--- config.mk ---
export PLATFORM = sky130hd
export DESIGN_NAME = ilp_ref_pi
export DESIGN_NICKNAME = d
export VERILOG_FILES = /design/src/rtl/ilp_pkg.sv /design/src/rtl/ilp_line_mag.sv /design/src/rtl/ilp_ref_scale.sv /design/src/rtl/ilp_pi_step.sv /design/src/rtl/ilp_acc_sat.sv /design/src/rtl/ilp_ref_pi.sv
export SDC_FILE = /design/constraint.sdc
export NUM_CORES = 1
export LEC_CHECK = 0
export ABC_CLOCK_PERIOD_IN_PS = 13900
export CORE_MARGIN = 1
export CORE_UTILIZATION = 60
export CTS_BUF_LIST = sky130_fd_sc_hd__clkbuf_16
export CTS_CLUSTER_DIAMETER = 200
export DETAILED_ROUTE_END_ITERATION = 12
export GPL_ROUTABILITY_DRIVEN = 0
export PLACE_DENSITY = 0.8
export SLEW_MARGIN = 5
export SYNTH_ARGS = -nofsm -noshare
export SYNTH_HDL_FRONTEND = slang
export SYNTH_HIERARCHICAL = 1
export SYNTH_SLANG_ARGS = --single-unit
--- constraint.sdc ---
create_clock -name clk -period 13.9 [get_ports clk]
set_clock_uncertainty 0.15 [all_clocks]
set_input_delay 2.78 -clock clk [delete_from_list [all_inputs] [get_ports clk]]
set_output_delay 2.78 -clock clk [all_outputs]
set_load 0.01 [all_outputs]
--- src/rtl/ilp_pkg.sv ---
package ilp_pkg;

    // Default geometry of the current-loop datapath
    localparam int unsigned ILP_CTRL_W   = 12;
    localparam int unsigned ILP_LINE_W   = 12;
    localparam int unsigned ILP_ISNS_W   = 10;
    localparam int unsigned ILP_CMP_W    = 16;
    localparam int unsigned ILP_KP       = 48;
    localparam int unsigned ILP_KI       = 8;
    localparam int unsigned ILP_POST_SH  = 6;
    localparam int unsigned ILP_SH_LO    = 11;
    localparam int unsigned ILP_SH_HI    = 12;
    localparam int unsigned ILP_CAP_RST  = 1862;

    function automatic int unsigned ilp_max(input int unsigned a, input int unsigned b);
        return (a > b) ? a : b;
    endfunction

endpackage

--- src/rtl/ilp_line_mag.sv ---
// Distance of an offset-binary line code from its midpoint.
module ilp_line_mag #(
    parameter int unsigned LINE_W = 12
) (
    input  logic [LINE_W-1:0] code,
    output logic [LINE_W-1:0] mag
);
    localparam logic [LINE_W-1:0] MID = {1'b1, {(LINE_W-1){1'b0}}};

    always_comb begin
        if (code >= MID) mag = code - MID;
        else             mag = MID - code;
    end
endmodule

--- src/rtl/ilp_ref_scale.sv ---
// Control word times line magnitude, scaled by one of two powers of two.
module ilp_ref_scale #(
    parameter int unsigned CTRL_W = 12,
    parameter int unsigned MAG_W  = 12,
    parameter int unsigned SH_LO  = 11,
    parameter int unsigned SH_HI  = 12,
    parameter int unsigned REF_W  = 13
) (
    input  logic [CTRL_W-1:0] ctrl,
    input  logic [MAG_W-1:0]  mag,
    input  logic              sel_hi,
    output logic [REF_W-1:0]  ref_o
);
    localparam int unsigned PROD_W = CTRL_W + MAG_W;

    logic [PROD_W-1:0] prod;

    assign prod = {{MAG_W{1'b0}}, ctrl} * {{CTRL_W{1'b0}}, mag};

    always_comb begin
        if (sel_hi) ref_o = REF_W'(prod >> SH_HI);
        else        ref_o = REF_W'(prod >> SH_LO);
    end
endmodule

--- src/rtl/ilp_pi_step.sv ---
// Incremental PI: delta = KP*(e - e_prev) + KI*e
module ilp_pi_step #(
    parameter int unsigned ERR_W = 14,
    parameter int unsigned INC_W = 22,
    parameter int unsigned KP    = 48,
    parameter int unsigned KI    = 8
) (
    input  logic signed [ERR_W-1:0] err,
    input  logic signed [ERR_W-1:0] err_prev,
    output logic signed [INC_W-1:0] inc
);
    localparam logic signed [INC_W-1:0] KP_S = INC_W'(KP);
    localparam logic signed [INC_W-1:0] KI_S = INC_W'(KI);
    localparam bit          KI_POW2 = (KI != 0) && ((KI & (KI - 1)) == 0);
    localparam int unsigned KI_SH   = (KI > 1) ? $clog2(KI) : 0;

    logic signed [INC_W-1:0] e_x;
    logic signed [INC_W-1:0] p_x;
    logic signed [INC_W-1:0] ki_term;

    assign e_x = INC_W'(err);
    assign p_x = INC_W'(err_prev);

    generate
        if (KI_POW2) begin : g_ki_shift
            assign ki_term = e_x <<< KI_SH;
        end else begin : g_ki_mult
            assign ki_term = e_x * KI_S;
        end
    endgenerate

    assign inc = KP_S * (e_x - p_x) + ki_term;
endmodule

--- src/rtl/ilp_acc_sat.sv ---
// Accumulator update clamped to [0, cap << POST_SH], plus post-scaled output.
module ilp_acc_sat #(
    parameter int unsigned ACC_W   = 24,
    parameter int unsigned INC_W   = 22,
    parameter int unsigned CMP_W   = 16,
    parameter int unsigned POST_SH = 6
) (
    input  logic signed [ACC_W-1:0] acc,
    input  logic signed [INC_W-1:0] inc,
    input  logic        [CMP_W-1:0] cap,
    output logic signed [ACC_W-1:0] acc_nx,
    output logic        [CMP_W-1:0] cmp_nx
);
    localparam int unsigned SUM_W = ACC_W + 1;

    logic signed [SUM_W-1:0] sum;
    logic signed [SUM_W-1:0] hi;
    logic signed [ACC_W-1:0] acc_w;

    assign sum = SUM_W'(acc) + SUM_W'(inc);
    assign hi  = $signed({{(SUM_W-CMP_W-POST_SH){1'b0}}, cap, {POST_SH{1'b0}}});

    always_comb begin
        if (sum < 0)       acc_w = '0;
        else if (sum > hi) acc_w = ACC_W'(hi);
        else               acc_w = ACC_W'(sum);
    end

    assign acc_nx = acc_w;
    assign cmp_nx = CMP_W'(acc_w >>> POST_SH);
endmodule

--- src/rtl/ilp_ref_pi.sv ---
// Current reference multiplier and current-loop PI, four-stage pipeline.
module ilp_ref_pi
    import ilp_pkg::*;
#(
    parameter int unsigned CTRL_W  = ILP_CTRL_W,
    parameter int unsigned LINE_W  = ILP_LINE_W,
    parameter int unsigned ISNS_W  = ILP_ISNS_W,
    parameter int unsigned CMP_W   = ILP_CMP_W,
    parameter int unsigned KP      = ILP_KP,
    parameter int unsigned KI      = ILP_KI,
    parameter int unsigned POST_SH = ILP_POST_SH,
    parameter int unsigned SH_LO   = ILP_SH_LO,
    parameter int unsigned SH_HI   = ILP_SH_HI,
    parameter int unsigned CAP_RST = ILP_CAP_RST
) (
    input  logic              clk,
    input  logic              rst,
    input  logic              smp_stb,
    input  logic [CTRL_W-1:0] vctl_word,
    input  logic [LINE_W-1:0] line_code,
    input  logic [ISNS_W-1:0] isns_code,
    input  logic              div_sel,
    input  logic              cap_load,
    input  logic [CMP_W-1:0]  cap_value,
    output logic [CMP_W-1:0]  cmp_value,
    output logic              cmp_valid
);
    localparam int unsigned MAG_W = LINE_W;
    localparam int unsigned REF_W = CTRL_W + MAG_W - SH_LO;
    localparam int unsigned ERR_W = ilp_max(REF_W, ISNS_W) + 1;
    localparam int unsigned INC_W = ERR_W + $clog2(KP + KI) + 2;
    localparam int unsigned ACC_W = ilp_max(CMP_W + POST_SH + 2, INC_W + 1);

    typedef struct packed {
        // stage 1: captured sample
        logic                    v1;
        logic [CTRL_W-1:0]       ctrl1;
        logic [MAG_W-1:0]        mag1;
        logic [ISNS_W-1:0]       isn1;
        logic                    sel1;
        // stage 2: reference
        logic                    v2;
        logic [REF_W-1:0]        ref2;
        logic [ISNS_W-1:0]       isn2;
        // stage 3: PI increment
        logic                    v3;
        logic signed [INC_W-1:0] inc3;
        logic signed [ERR_W-1:0] eprev;
        // stage 4: accumulator and output
        logic signed [ACC_W-1:0] acc;
        logic [CMP_W-1:0]        cmp;
        logic                    vout;
        // compare ceiling
        logic [CMP_W-1:0]        cap;
    } ilp_st_t;

    ilp_st_t st_d, st_q;

    logic [MAG_W-1:0]        mag_w;
    logic [REF_W-1:0]        ref_w;
    logic signed [ERR_W-1:0] err_w;
    logic signed [INC_W-1:0] inc_w;
    logic signed [ACC_W-1:0] acc_w;
    logic [CMP_W-1:0]        cmp_w;
    logic [CMP_W-1:0]        cap_lim;

    ilp_line_mag #(.LINE_W(LINE_W)) u_mag (
        .code (line_code),
        .mag  (mag_w)
    );

    ilp_ref_scale #(
        .CTRL_W (CTRL_W),
        .MAG_W  (MAG_W),
        .SH_LO  (SH_LO),
        .SH_HI  (SH_HI),
        .REF_W  (REF_W)
    ) u_ref (
        .ctrl   (st_q.ctrl1),
        .mag    (st_q.mag1),
        .sel_hi (st_q.sel1),
        .ref_o  (ref_w)
    );

    assign err_w = $signed({{(ERR_W-REF_W){1'b0}}, st_q.ref2})
                 - $signed({{(ERR_W-ISNS_W){1'b0}}, st_q.isn2});

    ilp_pi_step #(
        .ERR_W (ERR_W),
        .INC_W (INC_W),
        .KP    (KP),
        .KI    (KI)
    ) u_pi (
        .err      (err_w),
        .err_prev (st_q.eprev),
        .inc      (inc_w)
    );

    ilp_acc_sat #(
        .ACC_W   (ACC_W),
        .INC_W   (INC_W),
        .CMP_W   (CMP_W),
        .POST_SH (POST_SH)
    ) u_sat (
        .acc    (st_q.acc),
        .inc    (st_q.inc3),
        .cap    (st_q.cap),
        .acc_nx (acc_w),
        .cmp_nx (cmp_w)
    );

    always_comb begin
        st_d = st_q;

        st_d.v1 = smp_stb;
        if (smp_stb) begin
            st_d.ctrl1 = vctl_word;
            st_d.mag1  = mag_w;
            st_d.isn1  = isns_code;
            st_d.sel1  = div_sel;
        end

        st_d.v2 = st_q.v1;
        if (st_q.v1) begin
            st_d.ref2 = ref_w;
            st_d.isn2 = st_q.isn1;
        end

        st_d.v3 = st_q.v2;
        if (st_q.v2) begin
            st_d.inc3  = inc_w;
            st_d.eprev = err_w;
        end

        st_d.vout = st_q.v3;
        if (st_q.v3) begin
            st_d.acc = acc_w;
            st_d.cmp = cmp_w;
        end

        if (cap_load) st_d.cap = cap_value;
    end

    always_ff @(posedge clk) begin
        if (rst) begin
            st_q     <= '0;
            st_q.cap <= CMP_W'(CAP_RST);
        end else begin
            st_q <= st_d;
        end
    end

    assign cmp_value = st_q.cmp;
    assign cmp_valid = st_q.vout;
    assign cap_lim   = st_q.cap;

endmodule

==> metrics.md <==
| Metric | Value |
|---|---|
| Reg-to-Reg Start | st_q[100] |
| Multi-input gate area | approximately 11000 sq um |
| Post-Layout Cell Count | about 2200 |
| Chip height | around 170 microns |
| Filler instances | between 2000 and 2500 |
| Final hold violations | 0 |
| Data arrival time of the worst path | slightly above 7 ns |
| CTS Buffer Depth | 2 |
| Core Region | about 26000 sq um |
| CP required | 14.03 ns |
| Dominant cells by area after synthesis | dfxtp_1, fa_1, ha_1 |
| Initial core utilization | about three fifths |
| # rows | 59 |
| Drt via density | around 5.8 |
| Dpl cells | 2161 |
| Cell accounting for the most synthesized area | dfxtp_1 |
| Most frequent cells after synthesis | inv_1, nor2_1, nand2_1 |
| TritonCTS buffer count | 17 |
| Later-pin clock latency in the skew report | 0.43 ns |
| Routed vias | roughly 13000 |
| Power per cell area | 252 nW/um^2 |
| Vias in the first global route | 12500 |
| Internal reg-to-reg setup slack | slightly below 7 ns |
| Final slew viol count | 0 |
| Dpl hpwl | 27.0 mm |
| Slew HR | between 20% and 30% |
| Share of the synthesized area in the top cell type | 19.3% |
| Maximum VDD drop | around 0.33 mV |
| Chip width | roughly 170 microns |
| Setup TNS | 0 ns |
| Hold_buf cts | 0 |
| Boundary pin count | a little over 70 |
| Initial antenna violation count | 0 |
| FMAX | 141 MHz |
| Flops & latches, synth | 154 |
| Post-synth EDFFs | 0 |
| Setup Viol. Count Final | 0 |
| DRC viols | 0 |
| CTS tree | yes |
| Worst Hold Launch | st_q[63] |
| Yosys Warn Count | 6 |
| Worst-path fanout max | 7 |
| Layout area overhead | 7.05% |
| Top cell by count, worst path | ha_1 |
| Avg Cell Area, Syn | 8.52 sq um |
| Measured slew at the worst slew-check pin | ~1.2 ns |
| Port bufs | 71 |
| CTS resizes | 0 |
| FF/Latch Area | between 3000 and 4000 sq um |
| Synth Instances | about 1900 |
| CP endpoint kind | flip-flop |
| Final min period | 7.09 ns |
| Drt initial violations | approximately 840 |
| Drt total wl | approximately 36 mm |
| Ys async rst share | 0% |
| Max-Cap Viols | 0 |
| Most numerous cell in the Yosys netlist | inv_1 |
| CP startpoint kind | flip-flop |
| Min-Delay Path Depth | 2 |
| CTS sink count | between 150 and 200 |
| Main synth FF type | dfxtp_1 |
| GRT overflow | 0 |
| Iteration count of the initial detailed-routing pass | 5 |
| Total global-route track usage | 26.8% |
| Slowest cell on crit path | o31ai_2 |
| Yosys cell types | 101 |
| Hold worst-path end | st_q[63] |
| HP Class | flip-flop to flip-flop |
| Die area | roughly 27000 sq um |
| Global-route wire length before repair | a little under 60 mm |
| Setup Fix Bufs, Post-CTS | 0 |
| Routed wire length per instance | approximately 16 microns |
| Layout cells sized above 1 | 5.49% |
| Final core occ | between 60% and 70% |
| R2R cell count | 29 |
| Nets | about 2200 |
| Reg-to-reg endpoint | st_q[92] |
| Reg clk slew, reported paths | around 0.070 ns |
| Static leakage | between 8 and 9 nW |
| Final period util | between 50% and 60% |
| Critical path class | flip-flop to flip-flop |
| Antenna Nets Post-Route | 0 |
| CTS H-tree lvls | 4 |
| Pin count of the biggest net entering global routing | 90 |
| Critical Path Max Stage Delay | about 0.45 ns |
| Unrepaired setup endpoints after global routing | no |
| Post-Syn Area | about 16000 sq um |
| Status | completed |
| Antenna cells | 0 |
| Clk root buf | clkbuf_16 |
| Post-synthesis sequential area ratio | 19.3% |
[cells by family after synthesis]
kind of cell | after synthesis | synth area share [%]
other | 2 | 0.0471
AO/OA/AOI/OAI | 317 | 14.3
multiplexers | 154 | 9.68
XOR/XNOR | 90 | 5.03
AND/OR/NAND/NOR | 563 | 16.8
adder cells (fa/ha/maj) | 268 | 25.9
flip-flops | 154 | 19.3
buffers and inverters | 323 | 8.89
[cells in the final DEF (no fill, tap or decap), types with 24 or more instances in the layout]
master,Yosys,final
inv_1,196,197
nor2_1,185,184
nand2_1,175,175
ha_1,164,164
mux2i_1,152,152
dfxtp_1,154,152
fa_1,104,104
a21oi_1,96,96
clkdlybuf4s50_1,0,69
and2_1,58,58
xnor2_1,55,55
o21ai_0,44,44
xor2_1,34,34
a21o_1,30,30
nor2b_1,24,24
[final cells by class]
cell class	count	share of cell area, %
tap	335	2.46
inverter	197	4.33
clock buffer	17	2.49
clock inverter	14	1.09
sequential	154	18.1
multi-input combinational	1397	67.1
timing repair buffer	78	4.43
[metal layers]
metal  global-route usage, %  wire length (microns)  up-vias
met3                    2.79                   1390       71
li1                        -                      -     6208
met2                    48.8                  18300      336
met4                    9.76                    983        0
met5                       0                      0        -
met1                    32.5                  15000     6170
[flip-flops by register name, indices dropped and copies added, names as in the netlist]
name       flops
cmp_valid      1
st_d           3
st_q         118
cmp_value     16
cap_lim       16
[stage by stage]
step / hold slack, ns / area (sq um) / power, mW / setup WS [ns]
after detailed placement: 0.318 / 16500 / 3.71 / 6.98
final: 0.328 / 17100 / 4.31 / 6.81
after CTS: 0.330 / 17100 / 4.26 / 6.93
after global routing: 0.354 / 17100 / 4.65 / 6.32
after floorplan: 0.300 / 16000 / 3.18 / 7.66
after global placement: 0.309 / 16500 / 3.64 / 7.25
[critical path: cells and delay by family (launching register included)]
| family | cells | cell delay (ns) |
|---|---|---|
| AND/OR/NAND/NOR | 8 | 0.88 |
| buffers and inverters | 2 | 0.15 |
| XOR/XNOR | 4 | 1.00 |
| multiplexers | 1 | 0.14 |
| AO/OA/AOI/OAI | 9 | 2.59 |
| flip-flops | 1 | 0.33 |
| adder cells (fa/ha/maj) | 5 | 1.70 |
[power by group]
group	switching [mW]	leakage [nW]	internal (mW)
Combinational	1.84	6.52	1.46
Sequential	0.0362	1.26	0.470
Clock	0.214	0.300	0.287
[how the worst max path moves through the flow]
stage                     startpoint       end  slack [ns]  depth (start not counted)
final                      st_q[100]  st_q[92]        6.81                         29
after detailed placement   st_q[100]  st_q[92]        6.98                         29
after global routing       st_q[100]  st_q[92]        6.32                         30
after floorplan            st_q[104]  st_q[92]        7.66                         32
after global placement      st_q[96]  st_q[92]        7.25                         30
after CTS                  st_q[100]  st_q[92]        6.93                         29
(Power assumes the default switching activity.)
